$ cat src/rtl/lldds_pkg.sv
package lldds_pkg;

    // Reference clock and the ratio between pixel clock and tone.
    localparam longint unsigned REF_HZ   = 64'd20000000;
    localparam longint unsigned TONE_DIV = 64'd9;

    // Line rates written as numerator / denominator in Hz.
    localparam longint unsigned FH525_NUM = 64'd15734264;
    localparam longint unsigned FH525_DEN = 64'd1000;
    localparam longint unsigned FH625_NUM = 64'd15625;
    localparam longint unsigned FH625_DEN = 64'd1;

    // Pi in Q30 fixed point.
    localparam longint PI_Q30 = 64'sd3373259426;

    typedef enum logic [2:0] {
        MODE_525_1560 = 3'd0,
        MODE_525_1716 = 3'd1,
        MODE_625_1732 = 3'd2,
        MODE_625_1888 = 3'd3,
        MODE_625_1920 = 3'd4
    } line_mode_e;

    // Pixel multiple for a code; unused codes fall back to the 1716 entry.
    function automatic int mult_of(int code);
        case (code)
            0:       return 1560;
            2:       return 1732;
            3:       return 1888;
            4:       return 1920;
            default: return 1716;
        endcase
    endfunction

    // Non-zero when a code belongs to the 625-line standard.
    function automatic bit is625_of(int code);
        return (code >= 2) && (code <= 4);
    endfunction

    // round(N * fH * 2^acc_w / (TONE_DIV * REF_HZ)).
    // Powers of two are cancelled first so that 64-bit arithmetic holds.
    function automatic longint unsigned line_step(int mult, bit is625, int acc_w);
        longint unsigned num;
        longint unsigned den;
        int              sh;
        num = longint'(mult) * (is625 ? FH625_NUM : FH525_NUM);
        den = (is625 ? FH625_DEN : FH525_DEN) * TONE_DIV * REF_HZ;
        sh  = acc_w;
        while ((sh > 0) && (den[0] == 1'b0)) begin
            den = den >> 1;
            sh  = sh - 1;
        end
        num = num << sh;
        return ((num << 1) + den) / (den << 1);
    endfunction

    function automatic longint unsigned code_step(int code, int acc_w);
        return line_step(mult_of(code), is625_of(code), acc_w);
    endfunction

    // round(amp * sin(pi * (2*idx + 1) / 2^addr_w)) by a Taylor series in Q30.
    function automatic int quarter_sine(int idx, int addr_w, int amp);
        longint x;
        longint term;
        longint acc;
        x    = (longint'(2 * idx + 1) * PI_Q30 + (longint'(1) << (addr_w - 1))) >>> addr_w;
        acc  = x;
        term = x;
        for (int k = 1; k <= 8; k++) begin
            term = -((((term * x) >>> 30) * x) >>> 30) / longint'((2 * k) * (2 * k + 1));
            acc  = acc + term;
        end
        return int'((acc * longint'(amp) + (longint'(1) << 29)) >>> 30);
    endfunction

endpackage

$ cat src/rtl/lldds_step_sel.sv
module lldds_step_sel #(
    parameter int ACC_W  = 32,
    parameter int CORR_W = 16,
    parameter int MODE_W = 3
) (
    input  logic [MODE_W-1:0] mode_i,
    input  logic [CORR_W-1:0] corr_i,
    output logic [ACC_W-1:0]  step_o
);

    localparam int N_CODES = 2 ** MODE_W;

    logic [ACC_W-1:0] step_tab [N_CODES];
    logic [ACC_W-1:0] corr_ext;

    // One constant step per code, computed at elaboration.
    for (genvar g = 0; g < N_CODES; g++) begin : g_tab
        localparam logic [ACC_W-1:0] STEP = ACC_W'(lldds_pkg::code_step(g, ACC_W));
        assign step_tab[g] = STEP;
    end

    always_comb begin
        corr_ext = {{(ACC_W - CORR_W){corr_i[CORR_W-1]}}, corr_i};
        step_o   = step_tab[mode_i] + corr_ext;
    end

endmodule

$ cat src/rtl/lldds_phase_acc.sv
module lldds_phase_acc #(
    parameter int ACC_W = 32
) (
    input  logic             clk,
    input  logic             rst_n,
    input  logic [ACC_W-1:0] step_i,
    output logic [ACC_W-1:0] phase_o
);

    logic [ACC_W-1:0] phase_q;
    logic [ACC_W-1:0] phase_d;

    always_comb begin
        phase_d = phase_q + step_i;
    end

    always_ff @(posedge clk) begin
        if (!rst_n) begin
            phase_q <= '0;
        end else begin
            phase_q <= phase_d;
        end
    end

    assign phase_o = phase_q;

endmodule

$ cat src/rtl/lldds_sine_lut.sv
module lldds_sine_lut #(
    parameter int ACC_W  = 32,
    parameter int ADDR_W = 8,
    parameter int AMP_W  = 8
) (
    input  logic             clk,
    input  logic             rst_n,
    input  logic [ACC_W-1:0] phase_i,
    output logic [AMP_W-1:0] sine_o
);

    localparam int IDX_W = ADDR_W - 2;
    localparam int Q_N   = 2 ** IDX_W;
    localparam int MAG_W = AMP_W - 1;
    localparam int AMP   = (2 ** MAG_W) - 1;
    localparam logic [AMP_W-1:0] MID = AMP_W'(2 ** MAG_W);

    logic [MAG_W-1:0]  qtab [Q_N];
    logic [ADDR_W-1:0] addr;
    logic [1:0]        quad;
    logic [IDX_W-1:0]  idx;
    logic [IDX_W-1:0]  rd_idx;
    logic [AMP_W-1:0]  mag;
    logic [AMP_W-1:0]  sine_d;
    logic [AMP_W-1:0]  sine_q;

    // Quarter wave sampled at half-step offsets: exact mirror and sign symmetry.
    for (genvar g = 0; g < Q_N; g++) begin : g_q
        localparam int QV = lldds_pkg::quarter_sine(g, ADDR_W, AMP);
        assign qtab[g] = MAG_W'(QV);
    end

    always_comb begin
        addr   = phase_i[ACC_W-1 -: ADDR_W];
        quad   = addr[ADDR_W-1 -: 2];
        idx    = addr[IDX_W-1:0];
        rd_idx = quad[0] ? ~idx : idx;
        mag    = {1'b0, qtab[rd_idx]};
        sine_d = quad[1] ? (MID - mag) : (MID + mag);
    end

    always_ff @(posedge clk) begin
        if (!rst_n) begin
            sine_q <= MID;
        end else begin
            sine_q <= sine_d;
        end
    end

    assign sine_o = sine_q;

endmodule

$ cat src/rtl/line_dds_gen.sv
module line_dds_gen #(
    parameter int ACC_W  = 32,
    parameter int CORR_W = 16,
    parameter int ADDR_W = 8,
    parameter int AMP_W  = 8
) (
    input  logic              clk,
    input  logic              rst_n,
    input  logic [2:0]        mode_i,
    input  logic [CORR_W-1:0] corr_i,
    output logic [ACC_W-1:0]  phase_o,
    output logic [AMP_W-1:0]  sine_o,
    output logic              sq_o
);

    logic [ACC_W-1:0] step;
    logic [ACC_W-1:0] phase;

    lldds_step_sel #(
        .ACC_W  (ACC_W),
        .CORR_W (CORR_W),
        .MODE_W (3)
    ) u_step (
        .mode_i (mode_i),
        .corr_i (corr_i),
        .step_o (step)
    );

    lldds_phase_acc #(
        .ACC_W (ACC_W)
    ) u_acc (
        .clk     (clk),
        .rst_n   (rst_n),
        .step_i  (step),
        .phase_o (phase)
    );

    lldds_sine_lut #(
        .ACC_W  (ACC_W),
        .ADDR_W (ADDR_W),
        .AMP_W  (AMP_W)
    ) u_sine (
        .clk     (clk),
        .rst_n   (rst_n),
        .phase_i (phase),
        .sine_o  (sine_o)
    );

    assign phase_o = phase;
    assign sq_o    = phase[ACC_W-1];

endmodule

$ cat config.mk
export PLATFORM = sky130hd
export DESIGN_NAME = line_dds_gen
export DESIGN_NICKNAME = d
export VERILOG_FILES = /design/src/rtl/lldds_pkg.sv /design/src/rtl/lldds_step_sel.sv /design/src/rtl/lldds_phase_acc.sv /design/src/rtl/lldds_sine_lut.sv /design/src/rtl/line_dds_gen.sv
export SDC_FILE = /design/constraint.sdc
export NUM_CORES = 1
export LEC_CHECK = 0
export ABC_CLOCK_PERIOD_IN_PS = 7800
export CORE_AREA = 2 2 105 87
export DETAILED_ROUTE_END_ITERATION = 7
export DIE_AREA = 0 0 107 89
export PLACE_DENSITY = 0.93
export SLEW_MARGIN = 5
export SYNTH_ARGS = -nofsm -noshare
export SYNTH_HDL_FRONTEND = slang
export SYNTH_SLANG_ARGS = --single-unit
$ cat constraint.sdc
create_clock -name clk -period 7.8 [get_ports clk]
set_clock_uncertainty 0.05 [all_clocks]
set_input_delay 1.95 -clock clk [delete_from_list [all_inputs] [get_ports clk]]
set_output_delay 1.95 -clock clk [all_outputs]
set_load 0.05 [all_outputs]
==> metrics.md, run 1 <==
| Metric | Value |
|---|---|
| Status | `complete, no violations` |
| Via count | `5158` |
| Hold Path Class | `flop to flop` |
| RSZ-0062 raised after global routing | `false` |
| Post-synth EDFFs | `0` |
| Vias in the first global route | `4945` |
| Layout cells sized above 1 | `3.94%` |
| Fin area | `0.00585 mm^2` |
| Slew margin rel. | `24.2%` |
| Clk buf depth | `2` |
| Clock tree root buffer cell | `clkbuf_8` |
| FF+latch count, synth | `40` |
| Final hold viol count | `0` |
| TritonRoute pass-1 iters | `5` |
| Syn Inst Count | `675` |
| Mapped Area | `0.00515 mm^2` |
| Max_cap viols | `0` |
| Core footprint | `0.00837 mm^2` |
| Routed len/inst | `17.7 um` |
| Top cells by count, synth | `inv_1 (88), nor2_1 (62), ha_1 (49), a21oi_1 (48), nand2_1 (44)` |
| Reg2Reg Setup Slack | `4140 ps` |
| DR iter-0 viols | `634` |
| Postcts setup bufs | `0` |
| Total negative setup slack | `0 ps` |
| Finish-stage setup viols | `0` |
| Clk Latency, worst-skew pair | `300 ps` |
| Measured slew at the worst slew-check pin | `1130 ps` |
| CP max-delay cell | `a2111oi_0` |
| Grt total ovfl | `0` |
| IO Count | `62` |
| GPL Wtd Cong | `1.03` |
| Crit share post-route | `82.3%` |
| Pin count of the biggest net entering global routing | `42` |
| Resized Gates After CTS | `0` |
| Avg Cell Area, Syn | `7.63 um^2` |
| Cell taking the most area after synthesis | `dfxtp_1` |
| Fin crit period | `6420 ps` |
| Routed vias/inst | `6.27` |
| Layout fillers | `663` |
| Post-DRT Antenna Nets | `0` |
| Sequential share of the synthesized area | `15.6%` |
| Hold-fix buffers, CTS | `0` |
| Max FO, Critical Path | `6` |
| Top cell type's share of synthesized area | `15.6%` |
| Yosys cell types | `79` |
| Setup CP Type | `input port to flop` |
| GRT Util Overall | `31.6%` |
| Die area | `0.00952 mm^2` |
| Worst-path clk slew | `80 ps` |
| CTS buffer count | `5` |
| Crit-path cells | `clkdlybuf4s50_1 > inv_1 > ha_1 > and2_1 > nor2_1 > fa_1 > inv_1 > ha_1 > a21oi_1 > o21ai_0 > a211oi_1 > a21oi_1 > a2111oi_0 > xor2_1 > nor2_1` |
| Fraction of registers with async set/reset | `0%` |
| Dominant cells by area after synthesis | `dfxtp_1 (16%), ha_1 (12%), fa_1 (9.7%)` |
| Top-count cell post-synth | `inv_1` |
| Post-route DRC | `0` |
| DP HPWL | `11.1 mm` |
| CP Launch Type | `input port` |
| Worst EP required | `7910 ps` |
| TritonCTS clock tree | `done` |
| Clock sinks | `40` |
| Post-Syn Nets | `770` |
| Port Buffer Count | `61` |
| Die Wd | `107 um` |
| Post-DP Area | `0.00574 mm^2` |
| Number of H-tree levels | `2` |
| Die Height | `89 um` |
| Global-route wire length before repair | `24.1 mm` |
| Critical path data arrival time | `6520 ps` |
| CP peak stage delay | `650 ps` |
| Starting Density | `61.5%` |
| Synth Flop Type | `dfxtp_1` |
| Drt total wl | `14.6 mm` |
| Final Max Slew Viols | `0` |
| Synth warn | `0` |
| Row cnt | `30` |
| Nets | `805` |
| Area Overhead vs Synth | `13.6%` |
| # diodes | `0` |
| Worst Setup End Kind | `flop` |
| Highest clock rate | `156 MHz` |
| Antenna violations before repair | `0` |
[worst paths after layout]
path                                 from                           end  depth (start not counted)
max                             mode_i[1]  u_acc.phase_o[26]$_SDFF_PN0_                         15
max reg2reg  u_acc.phase_o[25]$_SDFF_PN0_   u_sine.sine_o[6]$_SDFF_PN0_                         13
min          u_acc.phase_o[31]$_SDFF_PN0_   u_sine.sine_o[7]$_SDFF_PN1_                          2
min reg2reg  u_acc.phase_o[31]$_SDFF_PN0_   u_sine.sine_o[7]$_SDFF_PN1_                          2
[kinds of logic (layout without fill, tap and decap cells)]
family	count (synthesis)	in the layout	synth area share, %
AOI/OAI and AO/OA	182	182	24.1
xor gates and xnor gates	29	29	4.93
adders and majority gates	74	74	21.6
buffers and inverters	125	161	10.1
DFF	40	40	15.6
muxes	5	5	1.24
and+or+nand+nor	220	220	22.5
[area by class of cell]
type / instances / area (um^2) / share of cell area (%)
inverters: 88 / 330 / 5.65
clock inverters: 2 / 35.0 / 0.599
clock buffers: 6 / 72.6 / 1.24
well taps: 112 / 140 / 2.40
flip-flops and latches: 40 / 801 / 13.7
repair buffers: 65 / 641 / 11.0
multi-input cells: 510 / 3830 / 65.5
[registers in the layout (all words and copies together), names as in the netlist]
register,flops
u_acc.phase_o,32
u_sine.sine_o,8
[layout by cell type (no fill, tap or decap), types with 9 or more instances in the layout]
master	count
a211oi_1	9
a21o_1	17
a21oi_1	48
clkdlybuf4s50_1	61
dfxtp_1	40
fa_1	25
ha_1	49
inv_1	87
nand2_1	44
nand2b_1	15
nand3_1	13
nor2_1	62
nor2b_1	21
nor3_1	16
o21ai_0	35
xnor2_1	10
xor2_1	19
[critical path, delay by kind of cell]
| family | cells | cell delay (ps) |
|---|---|---|
| AO/OA/AOI/OAI | 5 | 1860 |
| XOR/XNOR | 1 | 190 |
| adder cells (fa/ha/maj) | 3 | 1050 |
| buffers and inverters | 3 | 790 |
| AND/OR/NAND/NOR | 3 | 670 |
[stage by stage]
step                std cells  util [%]  setup WS, ps  hold WS, ps
floorplan                 675         -          2820          703
global placement          815      68.6          1590          546
detailed placement        815      68.6          1330          570
CTS                       823      69.9          1620          583
global route              823      69.9          1220          635
finish                    823      69.9          1380          584
[routing by layer]
layer | GRT usage [%] | up-vias | part of all wire (%)
met5 | 0 | - | 0
met4 | 7.67 | 0 | 1.4
met3 | 6.71 | 33 | 12
met2 | 50.6 | 339 | 44
met1 | 44.1 | 2386 | 43
li1 | - | 2400 | -
Power of run 1 is left out: the tool's default activity adds up to more than one toggle a clock period on the data nets, which glitch-free logic cannot reach.
==> run 2: changes to the inputs <==
ABC_CLOCK_PERIOD_IN_PS = 6400   (was 7800)
CORE_AREA = 2 2 109 90   (was 2 2 105 87)
DIE_AREA = 0 0 111 92   (was 0 0 107 89)
PLACE_DENSITY = 0.88   (was 0.93)
clock period = 6.4 ns   (was 7.8 ns; I/O delays follow)
==> metrics.md, run 2 (synthesized netlist as in run 1, its figures left out) <==
| Metric | Value |
|---|---|
| Most frequent cells in the layout | `inv_1 (88), nor2_1 (62), clkdlybuf4s50_1 (61), ha_1 (49), a21oi_1 (48)` |
| Max FO, Critical Path | `9 (+3)` |
| Layout cells sized above 1 | `4.48% (+0.54 points)` |
| Post-route DRC | `0 (unchanged)` |
| Setup CP Type | `input port to flop` |
| Hold-fix buffers, CTS | `0 (unchanged)` |
| Hold Path Class | `flop to flop` |
| R2r startpoint | `u_acc.phase_o[25]$_SDFF_PN0_` |
| Postcts setup bufs | `0 (unchanged)` |
| Total negative setup slack | `0 ps (unchanged)` |
| Clock sinks | `40 (unchanged)` |
| Reg2Reg Setup Slack | `2760 ps (-1380 ps)` |
| Final Max Slew Viols | `0 (unchanged)` |
| Highest clock rate | `176 MHz` |
| FF-to-FF End | `u_sine.sine_o[6]$_SDFF_PN0_` |
| Final hold viol count | `0 (unchanged)` |
| Routed vias/inst | `6.15 (-1.8%)` |
| RSZ-0062 raised after global routing | `false` |
| Most common cell after layout, fill and taps aside | `inv_1` |
| Core footprint | `0.00925 mm^2 (+10%)` |
| DR iter-0 viols | `360 (-43%)` |
| Area Overhead vs Synth | `15.4%` |
| Die Wd | `111 um (+3.7%)` |
| Fin crit period | `5670 ps` |
| FF/Latch Area | `801 um^2 (unchanged)` |
| CP Launch Type | `input port` |
| Via count | `5126 (-0.62%)` |
| Clk Latency, worst-skew pair | `300 ps (about the same)` |
| Status | `complete, no violations` |
| Global-route wire length before repair | `23.5 mm (-2.5%)` |
| GRT Util Overall | `27.9% (-3.8 points)` |
| Nets | `808 (+0.37%)` |
| Critical path data arrival time | `5840 ps (-680 ps)` |
| Finish-stage setup viols | `0 (unchanged)` |
| DP HPWL | `10.8 mm (-2.6%)` |
| TritonRoute pass-1 iters | `7 (+2)` |
| Layout fillers | `756 (+14%)` |
| Crit share post-route | `88.6%` |
| Post-DRT Antenna Nets | `0 (unchanged)` |
| Hold path startpoint | `u_acc.phase_o[31]$_SDFF_PN0_` |
| Row cnt | `32 (+6.7%)` |
| WHS | `605 ps (+20.5 ps)` |
| Max FFs per register | `32 (unchanged)` |
| Worst EP required | `6570 ps (-1340 ps)` |
| Starting Density | `55.7% (-5.8 points)` |
| R2R depth | `13 (unchanged)` |
| Worst Setup End Kind | `flop` |
| Drt total wl | `14.2 mm (-2.9%)` |
| Vias in the first global route | `4808 (-2.8%)` |
| Clock tree root buffer cell | `clkbuf_16` |
| GPL Wtd Cong | `0.950 (-8.1%)` |
| Max_cap viols | `0 (unchanged)` |
| IO Count | `62 (unchanged)` |
| Antenna violations before repair | `0 (unchanged)` |
| Pin count of the biggest net entering global routing | `42 (unchanged)` |
| Worst-path clk slew | `60 ps (-20 ps)` |
| Die Height | `92 um (+3.4%)` |
| Port Buffer Count | `61 (unchanged)` |
| Hold endpoint | `u_sine.sine_o[7]$_SDFF_PN1_` |
| Routed len/inst | `17.0 um (-4.1%)` |
| Hold depth | `2 (unchanged)` |
| Slew margin rel. | `46.0% (+22 points)` |
| Resized Gates After CTS | `0 (unchanged)` |
| Measured slew at the worst slew-check pin | `807 ps (-324 ps)` |
| CTS buffer count | `5 (unchanged)` |
| Die area | `0.0102 mm^2 (+7.2%)` |
| Footprint of the multi-input gates | `0.00383 mm^2 (unchanged)` |
| # diodes | `0 (unchanged)` |
| Grt total ovfl | `0 (unchanged)` |
| TritonCTS clock tree | `done` |
| Number of H-tree levels | `2 (unchanged)` |
| Clk buf depth | `2 (unchanged)` |
## run 2: worst max-delay path by stage
stage / startpoint / to / cells past startpoint
6_report: mode_i[1] / u_acc.phase_o[29]$_SDFF_PN0_ / 14
4_1_cts: mode_i[1] / u_acc.phase_o[29]$_SDFF_PN0_ / 14
5_1_grt: mode_i[1] / u_acc.phase_o[29]$_SDFF_PN0_ / 14
3_5_place_dp: mode_i[1] / u_acc.phase_o[29]$_SDFF_PN0_ / 14
3_3_place_gp: mode_i[1] / u_acc.phase_o[25]$_SDFF_PN0_ / 15
2_1_floorplan: mode_i[1] / u_acc.phase_o[29]$_SDFF_PN0_ / 14
## run 2: critical path: stages
cell,delay [ps]
clkdlybuf4s50_1,560
inv_1,140
ha_1,200
nor2_1,490
xor2_1,160
ha_1,220
a21o_1,150
ha_1,420
nand2_1,80
or3_1,400
a31oi_1,690
a31oi_1,180
o31ai_1,320
mux2i_1,240
## run 2: metrics by stage
| step | cell area (um^2) | setup slack (ps) | instances | utilization, % |
|---|---|---|---|---|
| after floorplan | 5150 | 1770 | 675 | - |
| after global placement | 5770 | 766 | 825 | 62.4 |
| after detailed placement | 5770 | 512 | 825 | 62.4 |
| after CTS | 5940 | 775 | 833 | 64.2 |
| after global routing | 5940 | 342 | 833 | 64.2 |
| final | 5940 | 733 | 833 | 64.2 |
## run 2: cell type report
type                    count  share of cell area, %
inverters                  88                   5.56
multi-input cells         510                   64.5
flip-flops and latches     40                   13.5
clock buffers               5                   2.11
clock inverters             3                  0.716
repair buffers             68                   11.2
well taps                 119                   2.51
## run 2: metal layers
layer	GRT usage (%)	share of wire, %	vias to the layer above
met5	0	0	-
met4	9.79	2.4	0
met3	5.62	9.2	37
met2	43.5	45	297
met1	38.6	43	2388
li1	-	-	2404
Power of run 2 is left out for the same reason.
==> run 3: changes to the inputs <==
==> constraint.sdc (replaced) <==
create_clock -name clk -period 6.4 [get_ports clk]
set_clock_uncertainty 0.05 [all_clocks]
set_input_delay 0.64 -clock clk [delete_from_list [all_inputs] [get_ports clk]]
set_output_delay 0.64 -clock clk [all_outputs]
set_load 0.05 [all_outputs]
==> metrics.md, run 3 (synthesized netlist as in run 1, its figures left out) <==
| Metric | Value |
|---|---|
| Max_cap viols | `0 (unchanged)` |
| CTS buffer count | `5 (unchanged)` |
| Status | `complete, no violations` |
| Global-route wire length before repair | `23.4 mm (-0.35%)` |
| Final Max Slew Viols | `0 (unchanged)` |
| # diodes | `0 (unchanged)` |
| Routed vias/inst | `6.16 (+0.16%)` |
| Total negative setup slack | `0 ps (unchanged)` |
| CP max-delay cell | `clkdlybuf4s50_1` |
| Setup CP Type | `input port to flop` |
| CP peak stage delay | `560 ps (-130 ps)` |
| Row cnt | `32 (unchanged)` |
| Port Buffer Count | `61 (unchanged)` |
| DP HPWL | `10.9 mm (+1.3%)` |
| Final hold viol count | `0 (unchanged)` |
| Pin count of the biggest net entering global routing | `42 (unchanged)` |
| Core footprint | `0.00925 mm^2 (unchanged)` |
| Hold Path Class | `flop to flop` |
| Crit share post-route | `75.7% (-13 points)` |
| Clock sinks | `40 (unchanged)` |
| Worst-path clk slew | `60 ps (about the same)` |
| R2r startpoint | `u_acc.phase_o[30]$_SDFF_PN0_` |
| Worst Setup SP | `mode_i[1]` |
| TritonCTS clock tree | `done` |
| Fin crit period | `4840 ps (-822 ps)` |
| Die Height | `92 um (unchanged)` |
| Worst Setup End Kind | `flop` |
| IO Count | `62 (unchanged)` |
| Die Wd | `111 um (unchanged)` |
| CP Launch Type | `input port` |
| Most common cell after layout, fill and taps aside | `inv_1` |
| Postcts setup bufs | `0 (unchanged)` |
| Measured slew at the worst slew-check pin | `723 ps (-83.7 ps)` |
| Clock tree root buffer cell | `clkbuf_16` |
| Crit-path leading delay family | `compound AO/OA/AOI/OAI gates` |
| Drt total wl | `14.2 mm (+0.33%)` |
| Clk buf depth | `2 (unchanged)` |
| Area Overhead vs Synth | `15.1%` |
| Crit-path cells | `clkdlybuf4s50_1 > inv_1 > ha_1 > nor2_1 > inv_1 > fa_1 > ha_1 > fa_1 > a21oi_1 > nor3b_1 > o21ai_0 > a31oi_1 > o21ai_0 > xor2_1 > nor2_1` |
| Highest clock rate | `206 MHz (+17%)` |
| Routed len/inst | `17.1 um (+0.57%)` |
| Resized Gates After CTS | `0 (unchanged)` |
| Hold-fix buffers, CTS | `0 (unchanged)` |
| DR iter-0 viols | `570 (+58%)` |
| RSZ-0062 raised after global routing | `false` |
| Max FO, Critical Path | `9 (unchanged)` |
| Via count | `5122 (-0.078%)` |
| Number of H-tree levels | `2 (unchanged)` |
| Starting Density | `55.7% (unchanged)` |
| Layout fillers | `776 (+2.6%)` |
| Most frequent cells in the layout | `inv_1 (88), nor2_1 (62), clkdlybuf4s50_1 (61), ha_1 (49), a21oi_1 (48)` |
| Vias in the first global route | `4793 (-0.31%)` |
| Antenna violations before repair | `0 (unchanged)` |
| GPL Wtd Cong | `1.00 (+5.5%)` |
| Max FFs per register | `32 (unchanged)` |
| Slew margin rel. | `51.6% (+5.6 points)` |
| Critical path data arrival time | `4960 ps (-880 ps)` |
| WP buf/inv | `3 (+1)` |
| Clk Latency, worst-skew pair | `290 ps (about the same)` |
| Hold path startpoint | `u_acc.phase_o[31]$_SDFF_PN0_` |
| Nets | `806 (-0.25%)` |
| Layout cells sized above 1 | `4.21% (-0.27 points)` |
| Post-route DRC | `0 (unchanged)` |
| WHS | `619 ps (+13.8 ps)` |
| Post-DRT Antenna Nets | `0 (unchanged)` |
| Grt total ovfl | `0 (unchanged)` |
| Die area | `0.0102 mm^2 (unchanged)` |
| GRT Util Overall | `27.9% (about the same)` |
| Finish-stage setup viols | `0 (unchanged)` |
| TritonRoute pass-1 iters | `5 (-2)` |
| Worst EP required | `6510 ps (-60 ps)` |
-- run 3: changes by cell type in the layout (fill, tap and decap cells not counted), sizes merged --
cell / previous run / this run
buf: 7 / 5
-- run 3: through the flow --
| stage | utilization, % | worst slack, ps | instance area (um^2) | cells |
|---|---|---|---|---|
| 2_1_floorplan | - | 2540 | 5150 | 675 |
| 3_3_place_gp | 62.3 | 1610 | 5760 | 823 |
| 3_5_place_dp | 62.3 | 1460 | 5760 | 823 |
| 4_1_cts | 64.1 | 1640 | 5930 | 831 |
| 5_1_grt | 64.1 | 1310 | 5930 | 831 |
| 6_report | 64.1 | 1560 | 5930 | 831 |
-- run 3: path summary, 6_finish.rpt --
path	to	slack, ps	cells past startpoint
min reg2reg	u_sine.sine_o[7]$_SDFF_PN1_	620	2
max	u_acc.phase_o[23]$_SDFF_PN0_	1560	15
min	u_sine.sine_o[7]$_SDFF_PN1_	620	2
max reg2reg	u_sine.sine_o[6]$_SDFF_PN0_	2790	14
-- run 3: layout make-up --
class,instances,area (um^2),area share (%)
multi-input combinational,510,3830,64.6
sequential,40,801,13.5
timing repair buffer,66,648,10.9
inverter,88,330,5.57
tap,119,149,2.51
clock buffer,5,125,2.11
clock inverter,3,42.5,0.718
-- run 3: layer usage --
layer / GRT usage (%) / part of all wire, % / routed length (um) / vias up
li1: - / - / - / 2403
met1: 40.9 / 44 / 6210 / 2388
met5: 0 / 0 / 0 / -
met4: 6.67 / 1.2 / 174 / 0
met2: 43.6 / 45 / 6350 / 305
met3: 3.64 / 10 / 1480 / 26
-- run 3: worst register-to-register path: stages (launching register included) --
cell and delay (ps):
dfxtp_1 310, buf_4 350, xor2_1 340, inv_1 130, ha_1 360, nor3b_1 210
o21ai_0 230, o31ai_1 130, o311a_4 360, nand2_1 110, ha_1 210, nand2_1 70
o41ai_1 420, xnor2_1 160, nor2_1 50
Power of run 3 is left out for the same reason.
